<file path="src/rtl/prio_intc_pkg.sv">
`timescale 1ns/1ps
package prio_intc_pkg;
   // Width of a level index for n lines (at least one bit).
   function automatic int unsigned lvl_width(int unsigned n);
      return (n > 1) ? $clog2(n) : 1;
   endfunction
endpackage

</file>
<file path="src/rtl/intc_prio_pick.sv">
`timescale 1ns/1ps
module intc_prio_pick #(
   parameter int unsigned NUM_LINES = 8,
   localparam int unsigned LVL_W = prio_intc_pkg::lvl_width(NUM_LINES)
) (
   input  logic [NUM_LINES-1:0] vec,
   output logic                 any,
   output logic [LVL_W-1:0]     idx
);
   // The highest set bit wins: the scan runs upward, so later hits overwrite earlier ones.
   always_comb begin
      any = 1'b0;
      idx = '0;
      for (int i = 0; i < NUM_LINES; i++) begin
         if (vec[i]) begin
            any = 1'b1;
            idx = LVL_W'(i);
         end
      end
   end
endmodule

</file>
<file path="src/rtl/intc_pend_latch.sv">
`timescale 1ns/1ps
module intc_pend_latch #(
   parameter int unsigned NUM_LINES = 8,
   localparam int unsigned LVL_W = prio_intc_pkg::lvl_width(NUM_LINES)
) (
   input  logic                 clk,
   input  logic                 rst_n,
   input  logic [NUM_LINES-1:0] lines,
   input  logic                 clr_en,
   input  logic [LVL_W-1:0]     clr_lvl,
   output logic [NUM_LINES-1:0] pend
);
   for (genvar g = 0; g < NUM_LINES; g++) begin : g_bit
      logic hit;
      // Clearing takes priority over a line that is still high in the same cycle.
      assign hit = clr_en && (clr_lvl == LVL_W'(g));
      always_ff @(posedge clk or negedge rst_n) begin
         if (!rst_n)   pend[g] <= 1'b0;
         else if (hit) pend[g] <= 1'b0;
         else          pend[g] <= pend[g] | lines[g];
      end
   end
endmodule

</file>
<file path="src/rtl/intc_svc_track.sv">
`timescale 1ns/1ps
module intc_svc_track #(
   parameter int unsigned NUM_LINES = 8,
   localparam int unsigned LVL_W = prio_intc_pkg::lvl_width(NUM_LINES)
) (
   input  logic                 clk,
   input  logic                 rst_n,
   input  logic                 enter,
   input  logic [LVL_W-1:0]     enter_lvl,
   input  logic                 retire,
   output logic [NUM_LINES-1:0] mask,
   output logic                 busy,
   output logic [LVL_W-1:0]     top
);
   logic [NUM_LINES-1:0] mask_nx;

   intc_prio_pick #(.NUM_LINES(NUM_LINES)) u_top (
      .vec (mask),
      .any (busy),
      .idx (top)
   );

   always_comb begin
      mask_nx = mask;
      if (enter)
         mask_nx[enter_lvl] = 1'b1;
      else if (retire && busy)
         mask_nx[top] = 1'b0;
   end

   always_ff @(posedge clk or negedge rst_n) begin
      if (!rst_n) mask <= '0;
      else        mask <= mask_nx;
   end
endmodule

</file>
<file path="src/rtl/prio_nest_intc.sv">
`timescale 1ns/1ps
module prio_nest_intc #(
   parameter int unsigned NUM_LINES = 8,
   localparam int unsigned LVL_W = prio_intc_pkg::lvl_width(NUM_LINES)
) (
   input  logic                 clk,
   input  logic                 rst_n,
   input  logic [NUM_LINES-1:0] irq_lines,
   output logic                 core_req,
   output logic [LVL_W-1:0]     core_lvl,
   input  logic                 core_ack,
   input  logic                 core_done
);
   if (NUM_LINES < 2 || NUM_LINES > 64) begin : g_bad_lines
      $error("prio_nest_intc: NUM_LINES must lie in 2..64");
   end

   logic                 req_q;
   logic [LVL_W-1:0]     lvl_q;
   logic [NUM_LINES-1:0] pend_q;
   logic [NUM_LINES-1:0] svc_mask;
   logic                 svc_busy;
   logic [LVL_W-1:0]     svc_top;
   logic [NUM_LINES-1:0] above;
   logic                 cand_any;
   logic [LVL_W-1:0]     cand_lvl;
   logic                 take;
   logic                 take_real;
   logic                 retire;

   // Handshake decode.
   assign take      = req_q && core_ack;
   assign take_real = take && !core_done;
   assign retire    = core_done && !take;

   intc_pend_latch #(.NUM_LINES(NUM_LINES)) u_pend (
      .clk     (clk),
      .rst_n   (rst_n),
      .lines   (irq_lines),
      .clr_en  (take),
      .clr_lvl (lvl_q),
      .pend    (pend_q)
   );

   intc_svc_track #(.NUM_LINES(NUM_LINES)) u_svc (
      .clk       (clk),
      .rst_n     (rst_n),
      .enter     (take_real),
      .enter_lvl (lvl_q),
      .retire    (retire),
      .mask      (svc_mask),
      .busy      (svc_busy),
      .top       (svc_top)
   );

   // Eligibility window: strictly above the highest running level.
   for (genvar g = 0; g < NUM_LINES; g++) begin : g_above
      assign above[g] = !svc_busy || (LVL_W'(g) > svc_top);
   end

   intc_prio_pick #(.NUM_LINES(NUM_LINES)) u_cand (
      .vec (pend_q & above),
      .any (cand_any),
      .idx (cand_lvl)
   );

   always_ff @(posedge clk or negedge rst_n) begin
      if (!rst_n) begin
         req_q <= 1'b0;
         lvl_q <= '0;
      end else if (take) begin
         req_q <= 1'b0;
      end else if (!req_q && cand_any) begin
         req_q <= 1'b1;
         lvl_q <= cand_lvl;
      end
   end

   assign core_req = req_q;
   assign core_lvl = lvl_q;
endmodule

</file>
<file path="config.mk">
export PLATFORM = sky130hd
export DESIGN_NAME = prio_nest_intc
export DESIGN_NICKNAME = d
export VERILOG_FILES = /design/src/rtl/prio_intc_pkg.sv /design/src/rtl/intc_prio_pick.sv /design/src/rtl/intc_pend_latch.sv /design/src/rtl/intc_svc_track.sv /design/src/rtl/prio_nest_intc.sv
export SDC_FILE = /design/constraint.sdc
export NUM_CORES = 1
export LEC_CHECK = 0
export ABC_AREA = 1
export BUFFER_PORTS_ARGS = -buffer_cell sky130_fd_sc_hd__buf_2
export CORE_MARGIN = 2
export CORE_UTILIZATION = 35
export DETAILED_ROUTE_END_ITERATION = 6
export PLACE_DENSITY = 0.6
export SYNTH_ARGS = -nofsm -noshare
export SYNTH_HDL_FRONTEND = slang
export SYNTH_SLANG_ARGS = --single-unit
</file>
<file path="constraint.sdc">
create_clock -name clk -period 1.3 [get_ports clk]
set_input_delay 0.195 -clock clk [delete_from_list [all_inputs] [get_ports clk]]
set_output_delay 0.195 -clock clk [all_outputs]
set_load 0.01 [all_outputs]
</file>
# After elaboration in Yosys (flattened, before gate mapping)
# Cells that the tools add are included.
dict set report classes {
  addsub 0
  n_mul 0
  div_mod_pow 0
  order_cmp 12
  n_eq_ne 7
  shifts 0
  mux 46
  bitwise_logic 13
  n_reduce_logical 31
}
# operator count
set op_table {}
lappend op_table {{2-to-1 mux 1 bit} 30}
lappend op_table {{2-to-1 mux 3 bit} 10}
lappend op_table {{AND 8 bit} 2}
lappend op_table {{2-to-1 mux 8 bit} 2}
lappend op_table {{logical AND 1 bit} 15}
lappend op_table {{== test 3 bit, second input constant} 4}
lappend op_table {{> comparator 3 bit, first input constant} 4}
lappend op_table {{logical OR 1 bit} 8}
lappend op_table {{less-than comparator 3 x 4 -> 1 bit, second input constant} 2}
lappend op_table {{inverter 8 bit} 1}
lappend op_table {{bitwise OR 1 bit} 8}
lappend op_table {{bitwise OR 8 bit} 1}
lappend op_table {{demux 1 bit (select 3 bit)} 2}
lappend op_table {{== test 3 x 2 -> 1 bit, second input constant} 2}
lappend op_table {{>= comparator 3 x 1 -> 1 bit, second input constant} 2}
lappend op_table {{> comparator 1 x 3 -> 1 bit, first input constant} 2}
lappend op_table {{> comparator 2 x 3 -> 1 bit, first input constant} 2}
lappend op_table {{zero test 1 bit} 4}
lappend op_table {{2-to-1 mux 2 bit} 2}
lappend op_table {{nonzero test 2 bit} 2}
lappend op_table {{== test 3 x 1 -> 1 bit, second input constant} 1}
lappend op_table {{zero test 3 bit} 1}
lappend op_table {{AND reduction 2 bit} 1}
lappend op_table {{inverter 1 bit} 1}
dict set report word_totals {
  ff_bits 20
  latch_bits 0
  ram_bits 0
  mem_bits_ro 0
  output_inout_bits 4
  wordCells 120
  n_memories 0
}

# Longest topological paths before layout
dict set report logic_depth {
  word_depth 22
  mapped_depth 14
  ltp_nobuf 14
}

# Modules after synthesis
# From an unflattened synthesis, not the netlist that was laid out.
dict set report unflattened {
  hier_cells 190
  area_unflattened_um2 1217.4
}
# module n_inst cells_each area_each_um2 seq_area_each_um2
set modules_own_cells {}
lappend modules_own_cells {intc_svc_track 1 63 454.2 200.2}
lappend modules_own_cells {intc_pend_latch 1 42 336.6 200.2}
lappend modules_own_cells {prio_nest_intc 1 45 271.5 100.1}
lappend modules_own_cells {intc_prio_pick 2 20 77.6 0.0}

# Worst setup path before layout
# No wires, ideal clock.
dict set report synth_timing {
  path_kind {flip-flop to flip-flop}
  start {reg u_svc.mask[2]}
  end {reg lvl_q[0], in the netlist core_lvl[0]}
  arrival_ns 1.253
  path_slack_ns -0.073
  stages_incl_launch_ff 15
  n_path_buf 0
  cell_sequence {dfrtp_1 inv_1 nand2_1 nand2_1 nand2_1 nand2_1 nand2_1 nand2_2 nand2_1 nand2_1 nand2_1 o21bai_2 inv_2 nor2_2 a21oi_2}
}
dict set report synth_via {
  elab_chain_len 19
  elab_cells_between_ends 47
}
# element line
set synth_lines {}
lappend synth_lines {{start, declared} intc_svc_track.sv:11} ;# output logic [NUM_LINES-1:0] mask,
lappend synth_lines {{start signal, assigned} intc_svc_track.sv:33} ;# else mask <= mask_nx;
lappend synth_lines {{2-to-1 mux 3 bit or 2-to-1 mux 1 bit (tied branches) (6 in a row)} intc_prio_pick.sv:15} ;# if (vec[i]) begin
lappend synth_lines {{> comparator 1 x 3 -> 1 bit or zero test 1 bit (tied branches)} prio_nest_intc.sv:58} ;# assign above[g] = !svc_busy || (LVL_W'(g) > svc_top);
lappend synth_lines {{logical OR 1 bit} prio_nest_intc.sv:58}
lappend synth_lines {{AND 8 bit (*)} prio_nest_intc.sv:62} ;# .vec (pend_q & above),
lappend synth_lines {{2-to-1 mux 1 bit (8 in a row)} intc_prio_pick.sv:15}
lappend synth_lines {{logical AND 1 bit} prio_nest_intc.sv:73} ;# end else if (!req_q && cand_any) begin
lappend synth_lines {{AND reduction 2 bit (no source line)} --}
lappend synth_lines {{end signal, assigned} prio_nest_intc.sv:75} ;# lvl_q <= cand_lvl;
lappend synth_lines {{end, declared} prio_nest_intc.sv:19} ;# logic [LVL_W-1:0] lvl_q;
# Every way passes the cells marked *; elsewhere a longest branch is shown, timed or not.
# A chain may end at the register's enable or synchronous reset.

# Final worst setup path
# Ends and elaborated chain as after synthesis.

==> impl_metrics.ini <==
[power_and_ir_drop]
p_sw_frac = 0.4708
power_mw = 3.906
ir_drop_mv = 1.176
p_clk_frac = 0.093
combPwrFrac = 0.639
power_density_nw_per_um2 = 2580
p_int_mw = 2.067
p_seq_frac = 0.267
total_leakage_power_nw = 0.7475
switchingPower_mw = 1.839

[grt]
gr-usage-met3 = 0.02165
grt_pass1_vias = 994
grt.met2_usage = 0.2717
antenna_found_initial = 0
grt_max_degree = 21
globalRouteTotalUtil = 0.1682
busiest_layer = met2
grt_overflow = 0
grt_pass1_wl_mm = 4.450
grt_use_met1 = 0.2311

[hold_path]
hold_class = primary input to flop
min-delay-start = irq_lines[0]
holdPathStages = 3
holdPathEnd = u_pend.pend[0]$_DFF_PN0_

[routing]
viasPerCell = 4.649
drtPass1Iterations = 4
drcViolationCount = 0
drt_iter0_drc = 29
vias = 1046
final_antenna_net_count = 0
finalWirelength_mm = 2.892
routedWlPerCell_microns = 12.85

[logic_synthesis]
yosysSeqAreaShare = 0.4561
synthFlopType = dfrtp_1
syn_avg_cell_area_sq_um = 7.782
synth_top_family_by_area = simple AND/OR/NAND/NOR gates
ys_warn_count = 0
syn_nets = 153
syn_area_sq_um = 1097
synth_cells = 141
ys_ff_latch = 20
synth_fa_ha_area_frac = 0
synth_mux_area_frac = 0
synth_edf_count = 0
synthArstFlopShare = 1.000
synth-simple-area-share = 0.2816
synth_xor_area_frac = 0
synth_compound_area_frac = 0.1596
synth.distinct_cells = 26

[worst_setup_path]
worst_ep_arrival_time_ns = 1.71
reg2reg_slack_ns = -0.20
r2r_end = core_lvl[0]$_DFFE_PN0P_
cp-end-kind = flop
reg2reg_from = u_svc.mask[2]$_DFFE_PN0P_
worst_ep_required_time_ns = 1.51
reg2reg_depth = 14
crit_path_start_kind = flop
cp_max_fo = 5
worstSetupPathType = flop to flop

[clocking]
clockBufferDepth = 2
cts.sinks = 20
insertion_delay_ns = 0.31
h-tree-depth = 1
cts_inserted_buffers = 3
path_clk_slew_ns = 0.12
clock-root-buffer = clkbuf_4
cts_tree = built

[floorplan]
pin_count = 16
fp-row-count = 20
die_height_microns = 59.99
die_area_sq_um = 3599
core_sq_um = 3028
start_util = 0.3624
die_w_microns = 59.99

[sta]
fmax_ghz = 0.6647
min_period_ns = 1.504
drv_slew = 0
setup_ws_ns = -0.2044
finClkSkew_ns = 0.009457
rsz0062_at_grt = true
worst_pin_slew_ns = 0.4478
finalHoldViolations = 0
max_slew_margin = 0.7015
finalSetupViolCount = 11
hold-worst-slack_ns = 0.09486
min_period_over_period = 1.157

[finish]
final_common_cell = inv_1
fin_area_sq_um = 1514
layout-drive-gt1-share = 0.4144
num-nets-final = 194
fillCellCount = 300
syn_to_final_growth_pct = 37.97
post-route-util = 0.5000
insertedDiodeCount = 0
final_cell_mix = inv_1 (21), dfrtp_1 (20), buf_4 (20)

[place]
place_ws_ns = -0.1805
gp_congestion = 0.7919
io_buffers = 15
postPlaceCellArea_sq_um = 1353
hpwl_mm = 2.132

[status]
violations = setup timing
status = finished with violations

[run]
drv_cap = 0
critical path, stage by stage (launching register included):
cell and delay (ns):
dfrtp_1 0.41, inv_1 0.06, nand2_1 0.04, nand2_1 0.06, nand2_1 0.05, nand2_1 0.07, nand2_2 0.07, nand2_2 0.07
nand2_2 0.05, nand2_2 0.07, nand2_2 0.07, o21bai_4 0.18, inv_4 0.08, nor2_4 0.10, a21oi_2 0.04
cell type report:
cell class	instances	area, sq um	area share
multi-input cells	92	566.8	0.3744
flip-flops and latches	20	500.5	0.3306
repair buffers	36	235.2	0.1554
inverters	29	120.1	0.07934
well taps	44	55.05	0.03636
clock buffers	4	36.28	0.02397
what timing repair did:
item	in CTS	in global routing
setup endpoints to repair	9	13
cloned	0	0
pin swaps	4	7
hold buffers	1	0
gates resized for setup	5	16
setup buffers	2	3
endpoints found under the hold margin	20	0
worst max-delay path by stage:
stage | start | end | slack (ns) | depth (start not counted)
finish | u_svc.mask[2]$_DFFE_PN0P_ | core_lvl[0]$_DFFE_PN0P_ | -0.20 | 14
global route | u_svc.mask[2]$_DFFE_PN0P_ | core_lvl[0]$_DFFE_PN0P_ | -0.31 | 14
floorplan | u_svc.mask[2]$_DFFE_PN0P_ | core_lvl[0]$_DFFE_PN0P_ | -0.07 | 14
detailed placement | u_svc.mask[2]$_DFFE_PN0P_ | core_lvl[1]$_DFFE_PN0P_ | -0.18 | 14
CTS | u_svc.mask[7]$_DFFE_PN0P_ | core_lvl[1]$_DFFE_PN0P_ | -0.18 | 13
global placement | u_svc.mask[2]$_DFFE_PN0P_ | core_lvl[1]$_DFFE_PN0P_ | -0.17 | 14
per-stage QoR:
| step | setup TNS [ns] | instances |
|---|---|---|
| floorplan | -0.2104 | 141 |
| global placement | -0.6856 | 216 |
| detailed placement | -0.9147 | 216 |
| CTS | -1.104 | 222 |
| global route | -2.432 | 225 |
| finish | -1.315 | 225 |
cell usage after synthesis, types with 2 or more instances:
| cell | number | area (sq um) |
|---|---|---|
| nand2_1 | 26 | 97.59 |
| inv_1 | 21 | 78.83 |
| dfrtp_1 | 20 | 500.5 |
| nor2_1 | 15 | 56.30 |
| a21oi_1 | 10 | 50.05 |
| nor3_1 | 8 | 40.04 |
| inv_2 | 6 | 22.52 |
| o21ai_0 | 6 | 30.03 |
| a31oi_1 | 4 | 25.02 |
| nand2_2 | 3 | 18.77 |
| nor2_2 | 3 | 18.77 |
| nand2_4 | 2 | 22.52 |
| nand3_1 | 2 | 10.01 |
| nand3_2 | 2 | 20.02 |
| o21ai_2 | 2 | 17.52 |
logic make-up (layout without fill, tap and decap cells):
group	count (synthesis)	in the layout
and+or+nand+nor	64	64
buffers and inverters	29	69
AOI/OAI and AO/OA	28	28
DFF	20	20
metal layers:
metal / vias up / wire, microns
li1: 533 / -
met1: 489 / 1353
met2: 19 / 1421
met3: 5 / 81
met4: 0 / 36
met5: - / 0
power by group through the flow:
stage                     registers (mW)  logic (mW)  clock network (mW)
after detailed placement            1.04        2.04                   0
after floorplan                     1.03        1.28                   0
after global placement              1.03        2.00                   0
final                               1.04        2.50               0.365
after global routing                1.07        2.74               0.397
after CTS                           1.03        2.16               0.374
sequential cells by signal, indices dropped and copies added (netlist names):
register,cells
core_lvl,3
core_req,1
u_svc.mask,8
u_pend.pend,8
(Power assumes the default switching activity.)
